$ cat config.mk
export PLATFORM = sky130hd
export DESIGN_NAME = rsv_ctrl
export DESIGN_NICKNAME = d
export VERILOG_FILES = /design/src/rtl/rsv_pkg.sv /design/src/rtl/rsv_match.sv /design/src/rtl/rsv_track.sv /design/src/rtl/rsv_resp.sv /design/src/rtl/rsv_ctrl.sv
export SDC_FILE = /design/constraint.sdc
export NUM_CORES = 1
export LEC_CHECK = 0
export BUFFER_PORTS_ARGS = -buffer_cell sky130_fd_sc_hd__buf_2
export CAP_MARGIN = 20
export CORE_AREA = 2 2 82 84
export DETAILED_ROUTE_END_ITERATION = 16
export DIE_AREA = 0 0 84 86
export PLACE_DENSITY = 0.82
export SLEW_MARGIN = 0
export SYNTH_ARGS = -nofsm -noshare
export SYNTH_HDL_FRONTEND = slang
export SYNTH_SLANG_ARGS = --single-unit
$ cat constraint.sdc
create_clock -name clk_i -period 4.1 [get_ports clk_i]
set_clock_uncertainty 0.2 [all_clocks]
set_input_delay 0.41 -clock clk_i [delete_from_list [all_inputs] [get_ports clk_i]]
set_output_delay 0.41 -clock clk_i [all_outputs]
set_load 0.02 [all_outputs]
$ cat src/rtl/rsv_pkg.sv
package rsv_pkg;

  typedef enum logic [1:0] {
    ACC_PLAIN = 2'b00,
    ACC_LR    = 2'b01,
    ACC_SC    = 2'b10,
    ACC_ALT   = 2'b11
  } acc_e;

  typedef enum logic [1:0] {
    PND_IDLE  = 2'b00,
    PND_PLAIN = 2'b01,
    PND_SC    = 2'b10,
    PND_LOCAL = 2'b11
  } pnd_e;

endpackage

$ cat src/rtl/rsv_match.sv
module rsv_match #(
  parameter int ADDR_W   = 32,
  parameter int GRAN_LSB = 2,
  localparam int TAG_W   = ADDR_W - GRAN_LSB
) (
  input  logic [ADDR_W-1:0] addr_i,
  input  logic [TAG_W-1:0]  tag_i,
  output logic [TAG_W-1:0]  addr_tag_o,
  output logic              hit_o
);

  // Offset bits inside the granule never take part in the compare.
  always_comb begin
    addr_tag_o = addr_i[ADDR_W-1:GRAN_LSB];
    hit_o      = (addr_tag_o == tag_i);
  end

endmodule

$ cat src/rtl/rsv_track.sv
module rsv_track #(
  parameter int TAG_W = 30
) (
  input  logic             clk_i,
  input  logic             rst_ni,
  input  logic             set_i,
  input  logic             clr_i,
  input  logic [TAG_W-1:0] tag_i,
  output logic             valid_o,
  output logic [TAG_W-1:0] tag_o
);

  logic             valid_q, valid_d;
  logic [TAG_W-1:0] tag_q, tag_d;
  logic             tag_en;

  always_comb begin
    valid_d = valid_q;
    tag_en  = 1'b0;
    tag_d   = tag_q;
    if (set_i) begin
      valid_d = 1'b1;
      tag_en  = 1'b1;
      tag_d   = tag_i;
    end else if (clr_i) begin
      valid_d = 1'b0;
    end
  end

  always_ff @(posedge clk_i or negedge rst_ni) begin
    if (!rst_ni) begin
      valid_q <= 1'b0;
    end else begin
      valid_q <= valid_d;
    end
  end

  always_ff @(posedge clk_i or negedge rst_ni) begin
    if (!rst_ni) begin
      tag_q <= '0;
    end else if (tag_en) begin
      tag_q <= tag_d;
    end
  end

  assign valid_o = valid_q;
  assign tag_o   = tag_q;

  AST_LR_SETS_VALID: assert property (@(posedge clk_i) disable iff (!rst_ni)
    set_i |=> valid_o) else $error("LR did not set reservation");

  AST_CLEAR_DROPS_VALID: assert property (@(posedge clk_i) disable iff (!rst_ni)
    (clr_i && !set_i) |=> !valid_o) else $error("clear did not drop reservation");

endmodule

$ cat src/rtl/rsv_resp.sv
module rsv_resp
  import rsv_pkg::*;
#(
  parameter int DATA_W = 32
) (
  input  logic              clk_i,
  input  logic              rst_ni,
  input  logic              start_plain_i,
  input  logic              start_sc_i,
  input  logic              start_local_i,
  input  logic [DATA_W-1:0] dn_rdata_i,
  input  logic              dn_ack_i,
  input  logic              dn_err_i,
  output logic [DATA_W-1:0] up_rdata_o,
  output logic              up_ack_o,
  output logic              up_err_o
);

  pnd_e state_q, state_d;
  logic fwd_wait;

  always_comb begin
    state_d = state_q;
    unique case (state_q)
      PND_IDLE: begin
        if (start_local_i)      state_d = PND_LOCAL;
        else if (start_sc_i)    state_d = PND_SC;
        else if (start_plain_i) state_d = PND_PLAIN;
      end
      PND_PLAIN, PND_SC: begin
        if (dn_ack_i) state_d = PND_IDLE;
      end
      PND_LOCAL: state_d = PND_IDLE;
      default:   state_d = PND_IDLE;
    endcase
  end

  always_ff @(posedge clk_i or negedge rst_ni) begin
    if (!rst_ni) begin
      state_q <= PND_IDLE;
    end else begin
      state_q <= state_d;
    end
  end

  always_comb begin
    fwd_wait   = (state_q == PND_PLAIN) || (state_q == PND_SC);
    up_ack_o   = (state_q == PND_LOCAL) || (fwd_wait && dn_ack_i);
    up_err_o   = fwd_wait && dn_ack_i && dn_err_i;
    up_rdata_o = dn_rdata_i;
    if (state_q == PND_LOCAL) begin
      up_rdata_o = {{(DATA_W-1){1'b0}}, 1'b1};
    end else if (state_q == PND_SC) begin
      up_rdata_o = {{(DATA_W-1){1'b0}}, dn_err_i};
    end
  end

  AST_ONE_OUTSTANDING: assert property (@(posedge clk_i) disable iff (!rst_ni)
    (state_q != PND_IDLE) |-> !(start_plain_i || start_sc_i || start_local_i))
    else $error("request while a response is pending");

  AST_LOCAL_ACK_CLEAN: assert property (@(posedge clk_i) disable iff (!rst_ni)
    start_local_i |=> (up_ack_o && !up_err_o && up_rdata_o[0]))
    else $error("local SC answer malformed");

endmodule

$ cat src/rtl/rsv_ctrl.sv
module rsv_ctrl
  import rsv_pkg::*;
#(
  parameter int ADDR_W        = 32,
  parameter int DATA_W        = 32,
  parameter int GRANULE_BYTES = 4,
  localparam int BE_W         = DATA_W / 8,
  localparam int GRAN_LSB     = $clog2(GRANULE_BYTES),
  localparam int TAG_W        = ADDR_W - GRAN_LSB
) (
  input  logic              clk_i,
  input  logic              rst_ni,
  input  logic              up_req_i,
  input  logic [1:0]        up_type_i,
  input  logic [ADDR_W-1:0] up_addr_i,
  input  logic              up_we_i,
  input  logic [DATA_W-1:0] up_wdata_i,
  input  logic [BE_W-1:0]   up_be_i,
  output logic [DATA_W-1:0] up_rdata_o,
  output logic              up_ack_o,
  output logic              up_err_o,
  output logic              dn_req_o,
  output logic [ADDR_W-1:0] dn_addr_o,
  output logic              dn_we_o,
  output logic [DATA_W-1:0] dn_wdata_o,
  output logic [BE_W-1:0]   dn_be_o,
  input  logic [DATA_W-1:0] dn_rdata_i,
  input  logic              dn_ack_i,
  input  logic              dn_err_i
);

  logic             rsv_valid;
  logic [TAG_W-1:0] rsv_tag;
  logic [TAG_W-1:0] req_tag;
  logic             tag_hit;
  logic             is_lr, is_sc, is_store, sc_ok, store_hit;
  logic             rsv_set, rsv_clr;
  logic             start_plain, start_sc, start_local;

  rsv_match #(
    .ADDR_W   (ADDR_W),
    .GRAN_LSB (GRAN_LSB)
  ) u_match (
    .addr_i     (up_addr_i),
    .tag_i      (rsv_tag),
    .addr_tag_o (req_tag),
    .hit_o      (tag_hit)
  );

  rsv_track #(
    .TAG_W (TAG_W)
  ) u_track (
    .clk_i   (clk_i),
    .rst_ni  (rst_ni),
    .set_i   (rsv_set),
    .clr_i   (rsv_clr),
    .tag_i   (req_tag),
    .valid_o (rsv_valid),
    .tag_o   (rsv_tag)
  );

  // Request decode; 2'b11 is treated as an ordinary access.
  always_comb begin
    is_lr     = up_req_i && (up_type_i == ACC_LR);
    is_sc     = up_req_i && (up_type_i == ACC_SC);
    is_store  = up_req_i && up_we_i &&
                ((up_type_i == ACC_PLAIN) || (up_type_i == ACC_ALT));
    sc_ok     = is_sc && rsv_valid && tag_hit;
    store_hit = is_store && rsv_valid && tag_hit;
    rsv_set   = is_lr;
    rsv_clr   = is_sc || store_hit;
  end

  // Forward path to the target.
  always_comb begin
    dn_req_o   = up_req_i && (!is_sc || sc_ok);
    dn_addr_o  = up_addr_i;
    dn_wdata_o = up_wdata_i;
    dn_be_o    = up_be_i;
    if (is_sc)      dn_we_o = 1'b1;
    else if (is_lr) dn_we_o = 1'b0;
    else            dn_we_o = up_we_i;
    start_plain = up_req_i && !is_sc;
    start_sc    = sc_ok;
    start_local = is_sc && !sc_ok;
  end

  rsv_resp #(
    .DATA_W (DATA_W)
  ) u_resp (
    .clk_i         (clk_i),
    .rst_ni        (rst_ni),
    .start_plain_i (start_plain),
    .start_sc_i    (start_sc),
    .start_local_i (start_local),
    .dn_rdata_i    (dn_rdata_i),
    .dn_ack_i      (dn_ack_i),
    .dn_err_i      (dn_err_i),
    .up_rdata_o    (up_rdata_o),
    .up_ack_o      (up_ack_o),
    .up_err_o      (up_err_o)
  );

  AST_NO_FWD_WITHOUT_RSV: assert property (@(posedge clk_i) disable iff (!rst_ni)
    (is_sc && !rsv_valid) |-> !dn_req_o) else $error("SC forwarded without reservation");

  AST_SC_FAIL_ACK: assert property (@(posedge clk_i) disable iff (!rst_ni)
    (is_sc && !dn_req_o) |=> (up_ack_o && up_rdata_o[0])) else $error("failed SC not acknowledged");

  AST_SC_ALWAYS_CLEARS: assert property (@(posedge clk_i) disable iff (!rst_ni)
    is_sc |=> !rsv_valid) else $error("SC left reservation set");

endmodule

==> out/metrics.cfg, run 1 <==
[synth]
yosys_warnings = 0
syn_area_sq_um = 2460
avgSynthCellArea_sq_um = 10.2
synth_edf_count = 0
ys_ff_latch = 33
synth.area.top_cells = dfrtp_1 34%, buf_4 21%, mux2_2 14%
syn_inst = 241
yosysTopAreaCell = dfrtp_1
syn_nets = 355
ys_seq_area_share_pct = 33.6
synthFlopType = dfrtp_1
synth_top_area_share_pct = 33.6
ys_types = 24
synth_async_sr_flop_share_pct = 100

[power]
powerDensity_nw_per_um2 = 412
vdd.ir_drop.worst_mv = 0.206
leakagePower_nw = 1.39

[clock_network]
clk_path_buf_depth = 2
post-cts-setup-buffers = 0
tritoncts = done
cts-resized-gates = 0
path_clk_slew_ps = 70
numCtsBuffers = 5
cts_root_buffer = clkbuf_8
cts_sinks = 33
ctsHoldBuffers = 0
ctsHtreeMaxLevel = 2
clkLatencyLatePin_ps = 280

[global_route]
grt_pass1_vias = 1683
grt_max_degree = 34
grt-ovfl-total = 0
busiest_layer = met2
grt_use_met2_pct = 29.5
grt_pass1_wl_mm = 9.22
antenna_found_initial = 0
grt_util_all_layers_pct = 16.7
use_met1_pct = 19.2
use_met3_pct = 5.87

[floorplan]
core_sq_um = 6280
chipWidth_microns = 84
die_area_sq_um = 7220
rows = 29
pin_count = 212
die_h_microns = 86
initial_core_util_pct = 39.1

[sta]
hold_ws_ps = -7.84
tightest_slew_ps = 792
finalSetupViolCount = 0
rsz0062_at_grt = false
hold_violations = 18
maxSlewViolCount = 0
period_share_pct = 63.2
timing.fmax_mhz = 386
post-route-min-period_ps = 2590
relSlewSlack_pct = 47.2
tns_ps = 0

[layout]
layout_common_cells = 135 x buf_2, 33 x dfrtp_1, 32 x and2_1
drive_gt1_share_pct = 57.6
final_nets = 424
fin_area_sq_um = 2790
synthToLayoutAreaGrowth_pct = 13.5
layout_commonest_cell = buf_2
antenna_cells = 0

[placed_design]
io_buffers = 135
post-dp-hpwl_mm = 5.31
place.gp.congestion = 0.762
placed_area_sq_um = 2700

[route]
vias_per_cell = 4.53
routedWlPerCell_microns = 16.0
routed_wl_mm = 6.20
initialDrtViolationCount = 44
dr.pass1.iters = 4
detail-route-antenna-nets = 0
drc = 0
num_vias = 1757

[critical_path]
r2r_setup_slack_ps = 2180
cp-end-kind = output pin
r2r_cells = 5
crit_arrival_ps = 1980
cp.required_ps = 3490
r2r-end = u_resp.state_q[0]$_DFFE_PN0P_
reg2reg_from = u_track.tag_o[12]$_DFFE_PN0P_
worst_setup_path_start_kind = flop
crit_chain = inv_1 > ha_1 > nor2_2 > and2_1 > buf_2
path_class = flop to output pin
critPathMaxFanout = 31
cpPeakStageDelay_ps = 610
crit_slowest_cell = nor2_2

[flow_run]
cap_violations = 0

[run_status]
status = finished with violations
failed_checks = hold timing

[worst_hold_path]
hp-class = primary input to async pin

how the worst max path moves through the flow:
stage	from	end	depth (start not counted)
after floorplan	up_addr_i[21]	dn_req_o	5
after global placement	u_resp.state_q[0]$_DFFE_PN0P_	up_rdata_o[10]	5
after detailed placement	u_resp.state_q[0]$_DFFE_PN0P_	up_rdata_o[2]	5
after CTS	u_resp.state_q[0]$_DFFE_PN0P_	up_rdata_o[2]	5
after global routing	u_resp.state_q[0]$_DFFE_PN0P_	up_rdata_o[23]	5
final	u_resp.state_q[0]$_DFFE_PN0P_	up_rdata_o[2]	5
where the power goes:
| group | internal (mW) | total [mW] | switching, mW |
|---|---|---|---|
| sequential | 0.391 | 0.434 | 0.0432 |
| combinational | 0.224 | 0.480 | 0.256 |
| clock | 0.117 | 0.235 | 0.118 |
state kept, by name (all words and copies together) (netlist names):
signal           flops
u_track.valid_o      1
u_resp.state_q       2
u_track.tag_o       30
cell type report:
cell class	count	area, sq um
Fill cell	619	3490
Multi-Input combinational cell	126	1070
Sequential cell	33	826
Timing Repair Buffer	136	683
Tap cell	77	96.3
Clock buffer	5	68.8
Inverter	8	30.0
Clock inverter	3	17.5
stage by stage:
stage / utilization [%] / power, mW / worst slack [ps] / cells
after floorplan: - / 0.838 / 1900 / 241
after global placement: 43.0 / 0.909 / 1620 / 380
after detailed placement: 43.0 / 0.924 / 1460 / 380
after CTS: 44.4 / 1.17 / 1140 / 388
after global routing: 44.4 / 1.24 / 1270 / 388
final: 44.4 / 1.15 / 1510 / 388
synthesized netlist by cell type, types with 2 or more instances:
cell / count
a21o_1: 2
and2_1: 32
and3_1: 2
buf_2: 3
buf_4: 68
clkbuf_1: 3
dfrtp_1: 33
ha_1: 6
inv_1: 8
mux2_2: 31
nand2_1: 4
nand4_1: 7
nor4_2: 2
xnor2_1: 30
routing by layer:
layer	up-vias	part of all wire, %
li1	853	-
met1	787	37
met2	105	52
met3	12	8.8
met4	0	1.7
met5	-	0
kinds of logic after synthesis:
group                    share of synthesized area (%)
adder cells (fa/ha/maj)                           3.05
buffers and inverters                             23.1
flip-flops                                        33.6
AND/OR/NAND/NOR                                   13.0
XOR/XNOR                                          10.7
multiplexers                                      14.2
AO/OA/AOI/OAI                                     2.39
critical path: cells and delay by family (launching register included):
kind | cells | cell delay, ps
simple gates | 2 | 850
flops | 1 | 360
buf+inv | 2 | 250
fa+ha+maj | 1 | 240
Note: power is estimated with default switching activity, not from simulation.
==> run 2: changes to the inputs <==
CORE_AREA = not set   (was 2 2 82 84)
CORE_MARGIN = 2   (was not set)
CORE_UTILIZATION = 39   (was not set)
DIE_AREA = not set   (was 0 0 84 86)
clock period = 2.7 ns   (was 4.1 ns; I/O delays follow)
==> run 2 against run 1 <==
Against the previous run: the run now ends clean; sequential cell count did not move; worst setup slack worse by 1200 ps; total power is 56% higher; first-iteration DRC count is 16% higher; largest power group unchanged; via count rose by 5.4%; non-clock buffer count increased by 3; global-route usage up 3.0 points; register-to-register slack lost 1400 ps.
==> out/metrics.cfg, run 2 (synthesized netlist as in run 1, its figures left out) <==
[global_route]
grt_use_met2_pct = 33.1  ; was 29.5%
grt_pass1_wl_mm = 10.6  ; was 9.22 mm
grt_max_degree = 34  ; unchanged
grt-ovfl-total = 0  ; unchanged
grt_pass1_vias = 1947  ; was 1683
use_met3_pct = 6.26  ; was 5.87%
use_met1_pct = 23.3  ; was 19.2%
busiest_layer = met2  ; unchanged
antenna_found_initial = 0  ; unchanged
grt_util_all_layers_pct = 19.6  ; was 16.7%

[power]
comb_power_share_pct = 42.5  ; was 41.8%
p_seq_share_pct = 37.1  ; was 37.8%
finalPower_mw = 1.79  ; was 1.15 mW
vdd.ir_drop.worst_mv = 0.424  ; was 0.206 mV
p_int_mw = 1.14  ; was 0.732 mW
powerDensity_nw_per_um2 = 637  ; was 412 nW/um^2
clockPowerShare_pct = 20.5  ; about the same
switching_power_mw = 0.646  ; was 0.417 mW
swShare_pct = 36.1  ; was 36.3%
leakagePower_nw = 1.40  ; was 1.39 nW

[layout]
multi_input_area_sq_um = 1060  ; was 1070 sq um
final_nets = 427  ; was 424
layout_common_cells = 135 x buf_2, 33 x dfrtp_1, 32 x and2_1  ; unchanged
synthToLayoutAreaGrowth_pct = 14.3  ; was 13.5%
largest_register_ff_count = 30  ; unchanged
fill_cells = 555  ; was 619
fin_cells = 388  ; unchanged
drive_gt1_share_pct = 56.9  ; was 57.6%
layout_commonest_cell = buf_2  ; unchanged
ff_latch_area_sq_um = 826  ; unchanged
antenna_cells = 0  ; unchanged

[worst_hold_path]
hp-class = primary input to flop  ; was primary input to async pin

[sta]
timing.fmax_mhz = 424
post-route-min-period_ps = 2360
maxSlewViolCount = 0  ; unchanged
tightest_slew_ps = 717  ; was 792 ps
finalSetupViolCount = 0  ; unchanged
period_share_pct = 87.3
hold_violations = 0  ; was 18
tns_ps = 0  ; unchanged
relSlewSlack_pct = 52.2  ; was 47.2%
rsz0062_at_grt = false  ; unchanged

[clock_network]
post-cts-setup-buffers = 0  ; unchanged
cts_sinks = 33  ; unchanged
cts-resized-gates = 0  ; unchanged
clkLatencyLatePin_ps = 280  ; about the same
ctsHtreeMaxLevel = 2  ; unchanged
tritoncts = done  ; unchanged
path_clk_slew_ps = 70  ; about the same
numCtsBuffers = 5  ; unchanged
ctsHoldBuffers = 1  ; was 0
clk_path_buf_depth = 2  ; unchanged
cts_root_buffer = clkbuf_8  ; unchanged

[floorplan]
chipWidth_microns = 83.4  ; was 84 microns
pin_count = 212  ; unchanged
die_area_sq_um = 6950  ; was 7220 sq um
die_h_microns = 83.4  ; was 86 microns
rows = 28  ; was 29
core_sq_um = 5990  ; was 6280 sq um
initial_core_util_pct = 41.0  ; was 39.1%

[route]
dr.pass1.iters = 4  ; unchanged
detail-route-antenna-nets = 0  ; unchanged
routedWlPerCell_microns = 17.4  ; was 16.0 microns
initialDrtViolationCount = 51  ; was 44
routed_wl_mm = 6.76  ; was 6.20 mm
num_vias = 1851  ; was 1757
drc = 0  ; unchanged
vias_per_cell = 4.77  ; was 4.53

[placed_design]
io_buffers = 135  ; unchanged
dp_cells = 380  ; unchanged
place.gp.congestion = 0.877  ; was 0.762
post-dp-hpwl_mm = 5.78  ; was 5.31 mm

[flow_run]
cap_violations = 0  ; unchanged

[critical_path]
critPathMaxFanout = 3  ; was 31
crit_arrival_ps = 1890  ; was 1980 ps
cp-end-kind = output pin  ; unchanged
cp.required_ps = 2230  ; was 3490 ps
path_class = flop to output pin  ; unchanged
worst_setup_path_start_kind = flop  ; unchanged

[run_status]
status = finished clean  ; was finished with violations

-- run 2: cell count changes in the layout (fill, tap and decap cells not counted), sizes merged --
cell	delta
buf	+2
clkinvlp	-1
clkinv	-2
clkbuf	+2
dlygate4sd3	+1
-- run 2: power by group through the flow --
| stage | clock (mW) | sequential [mW] | combinational (mW) |
|---|---|---|---|
| floorplan | 0 | 0.654 | 0.619 |
| global placement | 0 | 0.660 | 0.746 |
| detailed placement | 0 | 0.671 | 0.762 |
| CTS | 0.379 | 0.662 | 0.768 |
| global route | 0.398 | 0.674 | 0.834 |
| finish | 0.366 | 0.663 | 0.759 |
-- run 2: routing by layer --
metal	share of wire (%)	wire length (microns)
met5	0	0
met4	2.9	199
met3	9.9	672
met2	48	3270
met1	39	2610
-- run 2: layout make-up --
type | instances | area share [%]
clock buffer | 7 | 3.07
inverter | 8 | 1.07
sequential | 33 | 29.4
timing repair buffer | 139 | 25.2
tap | 75 | 3.34
multi-input combinational | 126 | 37.9
-- run 2: final timing paths --
| path | slack [ps] | end | from | cells past startpoint |
|---|---|---|---|---|
| worst min-delay path | 60 | u_track.tag_o[0]$_DFFE_PN0P_ | up_addr_i[2] | 2 |
| worst max-delay path | 340 | dn_req_o | u_track.tag_o[10]$_DFFE_PN0P_ | 6 |
| worst min register to register | 330 | u_track.tag_o[1]$_DFFE_PN0P_ | u_track.tag_o[1]$_DFFE_PN0P_ | 1 |
| worst max register to register | 820 | u_resp.state_q[0]$_DFFE_PN0P_ | u_track.tag_o[10]$_DFFE_PN0P_ | 5 |
| min in group asynchronous | 380 | u_track.tag_o[12]$_DFFE_PN0P_ | rst_ni | 2 |
| max in group asynchronous | 1460 | u_track.tag_o[15]$_DFFE_PN0P_ | rst_ni | 2 |
-- run 2: worst max-delay path, stage by stage (launching register included) --
cell,delay [ps]
dfrtp_1,390
xnor2_1,180
nand4_1,140
nor4_2,410
nand3_1,120
a21boi_0,180
buf_2,190
-- run 2: through the flow --
stage | util, % | hold WS, ps | setup slack [ps] | instance area [sq um]
after floorplan | - | -226 | 661 | 2460
after global placement | 45.3 | 163 | 623 | 2710
after detailed placement | 45.3 | 178 | 608 | 2710
after CTS | 46.9 | 52.0 | 275 | 2810
after global routing | 46.9 | 64.2 | 99.3 | 2810
final | 46.9 | 56.6 | 344 | 2810
